[src/rtl/addr_filter9_pkg.sv]
package addr_filter9_pkg;
  typedef enum logic {
    MODE_PASS_ALL = 1'b0,
    MODE_ADDR     = 1'b1
  } filt_mode_e;
endpackage

[src/rtl/addr_filter9_mode_reg.sv]
module addr_filter9_mode_reg
  import addr_filter9_pkg::*;
#(
  parameter int CTRL_W   = 32,
  parameter int MODE_BIT = 2
) (
  input  logic              clk_i,
  input  logic              rst_ni,
  input  logic              we_i,
  input  logic [CTRL_W-1:0] wdata_i,
  output filt_mode_e        mode_o
);
  filt_mode_e mode_q;
  logic unused_ctrl_bits;

  assign unused_ctrl_bits = ^{wdata_i[CTRL_W-1:MODE_BIT+1], wdata_i[MODE_BIT-1:0]};

  always_ff @(posedge clk_i or negedge rst_ni) begin
    if (!rst_ni)   mode_q <= MODE_PASS_ALL;
    else if (we_i) mode_q <= filt_mode_e'(wdata_i[MODE_BIT]);
  end

  assign mode_o = mode_q;


  mode_load_chk: assert property (@(posedge clk_i) disable iff (!rst_ni)
    we_i |=> (mode_o == filt_mode_e'($past(wdata_i[MODE_BIT]))));

  mode_hold_chk: assert property (@(posedge clk_i) disable iff (!rst_ni)
    !we_i |=> $stable(mode_o));
endmodule

[src/rtl/addr_filter9_decide.sv]
module addr_filter9_decide
  import addr_filter9_pkg::*;
#(
  parameter int DATA_W = 9
) (
  input  logic              valid_i,
  input  logic [DATA_W-1:0] data_i,
  input  filt_mode_e        mode_i,
  output logic              accept_o
);
  localparam int FlagBit = DATA_W - 1;

  always_comb begin
    unique case (mode_i)
      MODE_ADDR: accept_o = valid_i && data_i[FlagBit];
      default:   accept_o = valid_i;
    endcase
  end
endmodule

[src/rtl/addr_filter9_out.sv]
module addr_filter9_out #(
  parameter int DATA_W = 9
) (
  input  logic              clk_i,
  input  logic              rst_ni,
  input  logic              accept_i,
  input  logic [DATA_W-1:0] data_i,
  output logic              valid_o,
  output logic [DATA_W-1:0] data_o,
  output logic              irq_o
);
  logic              valid_q, irq_q;
  logic [DATA_W-1:0] data_q;

  always_ff @(posedge clk_i or negedge rst_ni) begin
    if (!rst_ni) begin
      valid_q <= 1'b0;
      irq_q   <= 1'b0;
    end else begin
      valid_q <= accept_i;
      irq_q   <= accept_i;
    end
  end

  // data register loads only on accept; dropped chars leave it alone
  always_ff @(posedge clk_i or negedge rst_ni) begin
    if (!rst_ni)       data_q <= '0;
    else if (accept_i) data_q <= data_i;
  end

  assign valid_o = valid_q;
  assign irq_o   = irq_q;
  assign data_o  = data_q;


  pulse_idle_chk: assert property (@(posedge clk_i) disable iff (!rst_ni)
    !accept_i |=> (!valid_o && !irq_o));

  irq_pair_chk: assert property (@(posedge clk_i) disable iff (!rst_ni)
    valid_o |-> irq_o);

  data_hold_chk: assert property (@(posedge clk_i) disable iff (!rst_ni)
    !accept_i |=> $stable(data_o));
endmodule

[src/rtl/addr_filter9.sv]
module addr_filter9
  import addr_filter9_pkg::*;
#(
  parameter int DATA_W   = 9,
  parameter int CTRL_W   = 32,
  parameter int MODE_BIT = 2
) (
  input  logic              clk_i,
  input  logic              rst_ni,
  input  logic              char_valid_i,
  input  logic [DATA_W-1:0] char_data_i,
  input  logic              ctrl_we_i,
  input  logic [CTRL_W-1:0] ctrl_wdata_i,
  output logic              addr_mode_o,
  output logic              out_valid_o,
  output logic [DATA_W-1:0] out_data_o,
  output logic              rx_irq_o
);
  localparam int FlagBit = DATA_W - 1;

  filt_mode_e mode;
  logic       accept;

  addr_filter9_mode_reg #(.CTRL_W(CTRL_W), .MODE_BIT(MODE_BIT)) u_mode (
    .clk_i   (clk_i),
    .rst_ni  (rst_ni),
    .we_i    (ctrl_we_i),
    .wdata_i (ctrl_wdata_i),
    .mode_o  (mode)
  );

  // filter sees the registered mode, so a same-cycle write applies to the next strobe
  addr_filter9_decide #(.DATA_W(DATA_W)) u_decide (
    .valid_i  (char_valid_i),
    .data_i   (char_data_i),
    .mode_i   (mode),
    .accept_o (accept)
  );

  addr_filter9_out #(.DATA_W(DATA_W)) u_out (
    .clk_i    (clk_i),
    .rst_ni   (rst_ni),
    .accept_i (accept),
    .data_i   (char_data_i),
    .valid_o  (out_valid_o),
    .data_o   (out_data_o),
    .irq_o    (rx_irq_o)
  );

  assign addr_mode_o = (mode == MODE_ADDR);


  pass_all_chk: assert property (@(posedge clk_i) disable iff (!rst_ni)
    (char_valid_i && !addr_mode_o) |=>
      (out_valid_o && rx_irq_o && out_data_o == $past(char_data_i)));

  drop_data_chk: assert property (@(posedge clk_i) disable iff (!rst_ni)
    (char_valid_i && addr_mode_o && !char_data_i[FlagBit]) |=>
      (!out_valid_o && !rx_irq_o));

  pass_addr_chk: assert property (@(posedge clk_i) disable iff (!rst_ni)
    (char_valid_i && addr_mode_o && char_data_i[FlagBit]) |=>
      (out_valid_o && rx_irq_o && out_data_o == $past(char_data_i)));
endmodule

[config.mk]
export PLATFORM = sky130hd
export DESIGN_NAME = addr_filter9
export DESIGN_NICKNAME = d
export VERILOG_FILES = /design/src/rtl/addr_filter9_pkg.sv /design/src/rtl/addr_filter9_mode_reg.sv /design/src/rtl/addr_filter9_decide.sv /design/src/rtl/addr_filter9_out.sv /design/src/rtl/addr_filter9.sv
export SDC_FILE = /design/constraint.sdc
export NUM_CORES = 1
export LEC_CHECK = 0
export BUFFER_PORTS_ARGS = -buffer_cell sky130_fd_sc_hd__buf_2
export CORE_MARGIN = 5
export CORE_UTILIZATION = 31
export DETAILED_ROUTE_END_ITERATION = 8
export PLACE_DENSITY = 0.81
export SYNTH_ARGS = -nofsm -noshare
export SYNTH_HDL_FRONTEND = slang
export SYNTH_SLANG_ARGS = --single-unit
[constraint.sdc]
create_clock -name clk_i -period 1.9 [get_ports clk_i]
set_clock_uncertainty 0.05 [all_clocks]
set_input_delay 0.19 -clock clk_i [delete_from_list [all_inputs] [get_ports clk_i]]
set_output_delay 0.19 -clock clk_i [all_outputs]
set_load 0.02 [all_outputs]
After elaboration in Yosys (flattened, before gate mapping) --
Index checks and enable logic that the tools add are counted.
Word-level totals: flip-flop bits (word level) 11, bits of input ports 45, logic and storage cells 5
Operators by class: mux-type cells 1, reductions and logical operators 1
Operators with widths (number):
- $logic_and 1x1->1 | 1
- $mux 1 | 1

Depth between registers and ports, before layout --
Gate-level depths: netlist of the first run.
word-level depth 2, depth in mapped cells 3, depth with buffers taken out 3

By module --
From an unflattened synthesis of the first run, not the netlist that was laid out.
Unflattened totals: cell total of the unflattened synthesis 25, area total of the unflattened synthesis 455.4 µm²
By module, submodules not included:
- addr_filter9_out | instances 1, cells each 21, area each 404.1 µm², seq. area each 250.2 µm²
- addr_filter9_mode_reg | instances 1, cells each 2, area each 40.0 µm², seq. area each 25.0 µm²
- addr_filter9_decide | instances 1, cells each 2, area each 11.3 µm², seq. area each 0.0 µm²

Least setup slack after synthesis of the first run --
OpenSTA, ideal clock, no wires.
path kind reg2reg, from reg u_mode.mode_q (netlist: u_mode.mode_o), to reg u_out.data_q[0] (netlist: u_out.data_o[0]), setup time 125 ps, data arrival time 1166 ps, setup slack 559 ps, cell stages (with the launch flop) 4, path buffers 0, period minus slack after synthesis 1341 ps, cell sequence dfrtp_1 -> inv_1 -> o21ai_4 -> mux2_2
Between the ends: longest elaborated chain between the ends 1
RTL lines:
- start: declaration | line addr_filter9_mode_reg.sv:13 | filt_mode_e mode_q;
- start signal: assignment | line addr_filter9_mode_reg.sv:20 | else if (we_i) mode_q <= filt_mode_e'(wdata_i[MODE_BIT]);
- $mux 1 | line addr_filter9_decide.sv:14 | unique case (mode_i)
- end signal: assignment | line addr_filter9_out.sv:28 | else if (accept_i) data_q <= data_i;
- end: declaration | line addr_filter9_out.sv:13 | logic [DATA_W-1:0] data_q;
Every way passes these cells. A chain may end at the register's enable or synchronous reset.

Worst setup path after layout of the first run --
from reg u_mode.mode_q (netlist: u_mode.mode_o), to reg u_out.data_q[1] (netlist: u_out.data_o[1])
The elaborated chain is that of the path after synthesis.

==> results of run 1 <==
==> registers in the layout, indices dropped and copies added, names as in the netlist <==
| register | count |
|---|---|
| u_out.data_o | 9 |
| u_out.valid_o | 1 |
| u_mode.mode_o | 1 |
==> worst reg2reg max path, cell delays in order (launching register included) <==
cell and delay, ns:
dfrtp_1 0.34, inv_1 0.08, o21ai_4 0.31, mux2_2 0.39
==> kinds of logic after synthesis <==
family / after synthesis / share of synthesized area, %
flip-flops: 11 / 65.9
multiplexers: 8 / 21.6
AO/OA/AOI/OAI: 3 / 7.19
buffers and inverters: 3 / 3.59
AND/OR/NAND/NOR: 2 / 1.80
==> cell usage after synthesis <==
library cell | number | area (µm²)
dfrtp_1 | 11 | 275
mux2_2 | 8 | 90.1
inv_1 | 2 | 7.51
nand2_1 | 2 | 7.51
a22o_1 | 1 | 8.76
buf_4 | 1 | 7.51
o21ai_0 | 1 | 5.00
o21ai_4 | 1 | 16.3
==> metal layers <==
layer  wire (µm)  up-vias  global-route usage [%]
met2         495       11                    17.3
met4          29        0                    9.39
met3          60        4                    3.91
li1            -      149                       -
met5           0        -                       0
met1         336      146                    11.6
==> worst max path at each step <==
stage / from / endpoint / slack [ns] / depth (start not counted)
after floorplan: u_mode.mode_o / u_out.data_o[0] / 0.56 / 3
after global placement: u_mode.mode_o / u_out.data_o[2] / 0.64 / 3
after detailed placement: u_mode.mode_o / u_out.data_o[2] / 0.62 / 3
after CTS: u_mode.mode_o / u_out.data_o[2] / 0.61 / 3
after global routing: u_mode.mode_o / u_out.data_o[1] / 0.52 / 3
final: u_mode.mode_o / u_out.data_o[1] / 0.62 / 3
==> stage by stage <==
step                      worst slack, ns  total power [mW]  utilization, %  cells
after CTS                           0.613             0.580            46.0     71
final                               0.619             0.572            46.0     71
after global placement              0.645             0.416            43.1     66
after global routing                0.525             0.603            46.0     71
after detailed placement            0.622             0.422            43.1     66
after floorplan                     0.559             0.363               -     27
==> power groups by stage <==
stage	logic (mW)	registers, mW	clock network (mW)
after CTS	0.141	0.279	0.160
after detailed placement	0.138	0.283	0
after global routing	0.151	0.283	0.170
after global placement	0.134	0.282	0
final	0.138	0.279	0.155
after floorplan	0.0411	0.322	0
==> cell type report <==
cell class,count,share of cell area (%)
well taps,15,3.18
multi-input cells,13,21.6
flip-flops and latches,11,46.6
inverters,2,1.27
repair buffers,26,22.9
clock buffers,4,4.45
==> what timing repair did <==
action / in CTS / in global routing
endpoints found under the hold margin: 11 / 0
buffers inserted: 0 / 0
hold buffers: 1 / 0
==> impl_metrics.ini, run 1 <==
[run_status]
status = finished clean

[sta]
tns_ns = 0
finalHoldViolCount = 0
max_slew_margin_pct = 78.9
max_freq_mhz = 780
worstMarginPinSlew_ns = 0.315
finalSetupViolations = 0
rsz0062_at_grt = no
post-route-period-util_pct = 67.4
finalMaxSlewViolations = 0
period_needed_ns = 1.28
holdWs_ns = 0.0541

[route]
wl_per_cell_um = 13.0
dr.pass1.iters = 2
vias = 310
vias_per_cell = 4.37
postRouteAntennaNets = 0
routed_wl_um = 922
drc_errors = 0
drtIter0Drc = 3

[finish]
multiInputGateArea_um2 = 128
antennaDiodeCount = 0
syn_to_final_growth_pct = 41.3
layout_common_cells = buf_2, dfrtp_1, mux2_2
nets = 102
seq_area_um2 = 275
final_cell_area_um2 = 591
drive_gt1_share_pct = 66.1
layout_commonest_cell = buf_2
nFillCells = 131

[worst_setup_path]
r2r-end = u_out.data_o[1]
cpPeakStageDelay_ns = 0.38
setup.worst_path.class = reg -> reg
r2r_slack_ns = 0.62
cp_cell_sequence = inv_1, o21ai_4, mux2_2
ff2ff_path_depth = 3
path_buf_inv = 1
cp_data_required_time_ns = 2.00
crit_family = multiplexers
worst_setup_path_start_kind = flop
arrival_ns = 1.38
crit_path_top_delay_cell = mux2_2
crit_path_max_fanout = 9
r2r-start = u_mode.mode_o
critPathCaptureType = flop

[pwr]
p_int_mw = 0.404
p_per_area_nw_per_um2 = 969
power.switching_mw = 0.168
ir_drop_v = 0.000408
clkPwrFrac_pct = 27.1
comb_power_share_pct = 24.1
seq_power_share_pct = 48.8
netSwitchingFraction_pct = 29.4
p_leak_nw = 0.305

[min_path]
hold_start = ctrl_we_i
hold_depth = 2
min_path_type = in -> reg
holdPathEnd = u_mode.mode_o

[yosys]
yosys_warnings = 0
yosysUniqueCellTypes = 8
seq_area_frac_synth_pct = 65.9
postSynthCellCount = 27
synth_area_per_cell_um2 = 15.5
ys_ff_latch = 11
syn_area_um2 = 418
syn_nets = 72

[clock_tree]
clk_pin_slew_worst_paths_ns = 0.07
root_buffer = clkbuf_4
cts_tree = built
cts_buffers = 3
cts_max_level = 1
numClockSinks = 11
cts_resized = 0
clock_latency_ns = 0.26
cts_buffer_depth = 2

[die]
die_w_um = 46.7
io_pins = 57
dieHeight_um = 46.7
coreArea_um2 = 1280
fp.dieArea_um2 = 2180
initial_core_util_pct = 32.5
rows = 13

[global_routing]
grt_max_degree = 12
grt_pass1_wl_um = 1590
grt_usage_pct = 11.0
antenna_found_initial = 0
overflow = 0
grt_pass1_vias = 362

[job]
drv_cap = 0

[placed_design]
placed_cell_area_um2 = 554
port_buffers = 25
place_congestion = 0.623
Note: power is estimated with default switching activity, not from simulation.
==> inputs of run 2 (changes only) <==
Settings changed: CORE_UTILIZATION 31 to 29, PLACE_DENSITY 0.81 to 0.76.
Clock period 1.9 ns to 1.3 ns, I/O delays scaled along.
==> run 2 against run 1 <==
Die area grew 5.4%. First-iteration DRC count shrank 67%. Core utilization shrank 0.93 points. Worst setup slack lost 0.51 ns. Critical endpoint is now u_out.data_o[0].
==> impl_metrics.ini, run 2 (synthesized netlist as in run 1, its figures left out) <==
[global_routing]
grt_pass1_wl_um = 1330
overflow = 0
grt_pass1_vias = 332
grt_usage_pct = 8.42
grt_max_degree = 12
antenna_found_initial = 0

[route]
wl_per_cell_um = 12.6
drc_errors = 0
dr.pass1.iters = 2
drtIter0Drc = 1
postRouteAntennaNets = 0
vias_per_cell = 4.42
vias = 318
routed_wl_um = 906

[die]
coreArea_um2 = 1330
rows = 13
fp.dieArea_um2 = 2300
die_w_um = 48.0
dieHeight_um = 48.0
initial_core_util_pct = 31.3
io_pins = 57

[sta]
finalSetupViolations = 0
max_freq_mhz = 843
max_slew_margin_pct = 83.8
finalMaxSlewViolations = 0
rsz0062_at_grt = no
period_needed_ns = 1.19
holdWs_ns = 0.0146
setup_ws_ns = 0.113
finalHoldViolCount = 0
worstMarginPinSlew_ns = 0.243
tns_ns = 0
post-route-period-util_pct = 91.3

[clock_tree]
cts_max_level = 1
numClockSinks = 11
clk_pin_slew_worst_paths_ns = 0.06
cts_buffer_depth = 2
cts_tree = built
clock_latency_ns = 0.25
root_buffer = clkbuf_4
postCtsSetupBuffers = 0
cts_buffers = 3

[pwr]
p_per_area_nw_per_um2 = 1390
p_leak_nw = 0.305
ir_drop_v = 0.000738

[job]
drv_cap = 0

[finish]
largest_register_ffs = 9
seq_area_um2 = 277
multiInputGateArea_um2 = 136
layout_commonest_cell = buf_2
fin_util_pct = 45.0
layout_common_cells = buf_2, dfrtp_1, mux2_2
drive_gt1_share_pct = 70.2
antennaDiodeCount = 0
nFillCells = 136
nets = 103
syn_to_final_growth_pct = 43.7

[placed_design]
port_buffers = 25
place_congestion = 0.671
hpwl_um = 704
dp_worst_setup_slack_ns = 0.0453

[worst_setup_path]
crit_family = flip-flops
setup.worst_path.class = reg -> reg
crit_path_top_delay_cell = dfrtp_2
cpPeakStageDelay_ns = 0.36
crit_path_max_fanout = 4
r2r-end = u_out.data_o[0]
cp-endpoint = u_out.data_o[0]
path_depth = 3
startpoint = u_mode.mode_o
worst_setup_path_start_kind = flop
r2r_slack_ns = 0.11
arrival_ns = 1.28
r2r-start = u_mode.mode_o
critPathCaptureType = flop
cp_data_required_time_ns = 1.39
ff2ff_path_depth = 3
cp_cell_sequence = inv_2, o21ai_2, mux2_2
path_buf_inv = 1

[min_path]
min_path_type = in -> reg

[run_status]
status = finished clean
[run 2: cell count changes in the layout (fill, tap and decap cells not counted), sizes merged]
cell,change
o21ai,+1
[run 2: through the flow]
step / instances / total power, mW / area, µm²
after global routing: 72 / 0.876 / 601
after floorplan: 27 / 0.530 / 419
final: 72 / 0.832 / 601
after CTS: 71 / 0.842 / 592
after detailed placement: 66 / 0.613 / 556
after global placement: 66 / 0.609 / 556
[run 2: power breakdown]
part | internal (mW) | switching, mW | total (mW) | leakage [nW]
sequential | 0.387 | 0.0186 | 0.405 | 0.128
combinational | 0.0868 | 0.118 | 0.205 | 0.162
clock | 0.118 | 0.103 | 0.221 | 0.0150
[run 2: worst min path at each step]
stage | from | endpoint | cells past startpoint
2_1_floorplan | rst_ni | u_mode.mode_o | 0
6_report | ctrl_we_i | u_mode.mode_o | 2
3_5_place_dp | rst_ni | u_out.data_o[3] | 1
4_1_cts | ctrl_we_i | u_mode.mode_o | 2
3_3_place_gp | rst_ni | u_out.data_o[3] | 1
5_1_grt | ctrl_we_i | u_mode.mode_o | 2
[run 2: timing repair]
action	4_1_cts	5_1_grt
gates resized for setup	0	1
hold buffers	1	0
setup endpoints to repair	0	8
hold endpoints to repair	11	0
[run 2: per-layer routing]
metal / GRT usage [%] / share of wire [%] / vias up / wire length, µm
li1: - / - / 155 / -
met3: 3.38 / 4.4 / 0 / 40
met1: 8.05 / 36 / 156 / 322
met5: 0 / 0 / - / 0
met2: 15.8 / 60 / 7 / 542
met4: 3.23 / 0 / 0 / 0
[run 2: layout make-up]
class / instances / area share (%)
Clock buffer: 4 / 4.38
Inverter: 2 / 1.25
Multi-Input combinational cell: 14 / 22.7
Sequential cell: 11 / 46.0
Tap cell: 15 / 3.13
Timing Repair Buffer: 26 / 22.5
==> inputs of run 3 (changes only) <==
Settings changed: CORE_MARGIN 5 to 2.
==> run 3 against run 2 <==
Combinational power grew 3%. Power is 1.1% higher. Largest power group unchanged. Hold slack gained 0.0073 ns. Wire length is 5.1% lower. First-iteration DRC count unchanged. Final area is 1.9% higher.
==> impl_metrics.ini, run 3 (synthesized netlist as in run 1, its figures left out) <==
[pwr]
p_per_area_nw_per_um2 = 1370
comb_power_share_pct = 25.1
finalPower_mw = 0.841
clkPwrFrac_pct = 26.5
p_leak_nw = 0.312
power.switching_mw = 0.242
seq_power_share_pct = 48.4
p_int_mw = 0.599
netSwitchingFraction_pct = 28.7
ir_drop_v = 0.000621

[worst_setup_path]
r2r_slack_ns = 0.09
critPathCaptureType = flop
r2r-start = u_mode.mode_o
setup.worst_path.class = reg -> reg
startpoint = u_mode.mode_o
crit_path_max_fanout = 9
arrival_ns = 1.30
cpPeakStageDelay_ns = 0.36
worst_setup_path_start_kind = flop
crit_family = flip-flops
path_buf_inv = 2
crit_path_top_delay_cell = dfrtp_2
cp_data_required_time_ns = 1.39
cp_cell_sequence = inv_2, o21ai_4, buf_12, mux2_2

[finish]
drive_gt1_share_pct = 70.2
nFillCells = 136
syn_to_final_growth_pct = 46.4
largest_register_ffs = 9
layout_common_cells = buf_2, dfrtp_1, mux2_2
antennaDiodeCount = 0
layout_commonest_cell = buf_2
nets = 103

[clock_tree]
cts_buffer_depth = 2
cts_tree = built
cts_max_level = 1
root_buffer = clkbuf_4
cts_buffers = 3
numClockSinks = 11
clock_latency_ns = 0.25
clk_pin_slew_worst_paths_ns = 0.07

[global_routing]
grt_pass1_vias = 364
grt_pass1_wl_um = 1440
grt_max_degree = 12
overflow = 0
grt_usage_pct = 11.2
antenna_found_initial = 0

[route]
postRouteAntennaNets = 0
routed_wl_um = 860
vias_per_cell = 4.39
drtIter0Drc = 1
vias = 316
dr.pass1.iters = 2
wl_per_cell_um = 11.9
drc_errors = 0

[run_status]
status = finished clean

[sta]
max_freq_mhz = 827
max_slew_margin_pct = 83.7
finalHoldViolCount = 0
worstMarginPinSlew_ns = 0.245
post-route-period-util_pct = 93.0
rsz0062_at_grt = no
tns_ns = 0
finalSetupViolations = 0
period_needed_ns = 1.21
finalMaxSlewViolations = 0

[die]
io_pins = 57
dieHeight_um = 42.0
fp.dieArea_um2 = 1760
rows = 13
initial_core_util_pct = 31.7
die_w_um = 42.0
coreArea_um2 = 1320

[placed_design]
port_buffers = 25
hpwl_um = 669
place_congestion = 0.646

[job]
drv_cap = 0

[min_path]
hold_start = ctrl_we_i
min_path_type = in -> reg
run 3: cell count changes in the layout (fill, tap and decap cells not counted), sizes merged:
cell   change
buf        +1
o21ai      -1
run 3: what timing repair did:
item                                    in CTS  in global routing
gates resized for setup                      0                  1
hold endpoints to repair                    11                  0
hold buffers                                 1                  0
setup buffers                                0                  1
endpoints found under the setup margin       0                  8
run 3: per-layer routing:
layer | track usage (%) | wire length [µm]
met1 | 11.2 | 336
met2 | 20.9 | 473
met3 | 2.61 | 43
met4 | 5.81 | 7
met5 | 0 | 0
run 3: power groups by stage:
stage | registers [mW] | clock network [mW] | logic [mW]
after detailed placement | 0.413 | 0 | 0.201
after CTS | 0.407 | 0.230 | 0.204
after global placement | 0.411 | 0 | 0.196
final | 0.407 | 0.222 | 0.211
after global routing | 0.415 | 0.250 | 0.226
after floorplan | 0.471 | 0 | 0.0599
run 3: metrics by stage:
| step | util (%) | cell area, µm² | hold slack (ns) | std cells | setup WS (ns) |
|---|---|---|---|---|---|
| after global routing | 46.4 | 612 | 0.0364 | 72 | 0.0415 |
| after floorplan | - | 419 | -0.216 | 27 | 0.0429 |
| final | 46.4 | 612 | 0.0219 | 72 | 0.0908 |
| after CTS | 44.9 | 592 | 0.0127 | 71 | 0.0165 |
| after global placement | 42.2 | 556 | -0.0428 | 66 | 0.0531 |
| after detailed placement | 42.2 | 556 | -0.0388 | 66 | 0.0246 |
run 3: cell type report:
type	instances	area, µm²	share of cell area (%)
Clock buffer	4	26.3	4.29
Inverter	2	7.51	1.23
Multi-Input combinational cell	13	128	20.9
Sequential cell	11	277	45.2
Tap cell	15	18.8	3.07
Timing Repair Buffer	27	155	25.4
run 3: path summary, 6_finish.rpt:
check | end | cells after the start
worst max-delay path | u_out.data_o[7] | 4
worst min-delay path | u_mode.mode_o | 2
worst max register to register | u_out.data_o[7] | 4
worst min register to register | u_out.data_o[2] | 1
max in group asynchronous | u_mode.mode_o | 2
min in group asynchronous | u_out.data_o[4] | 2
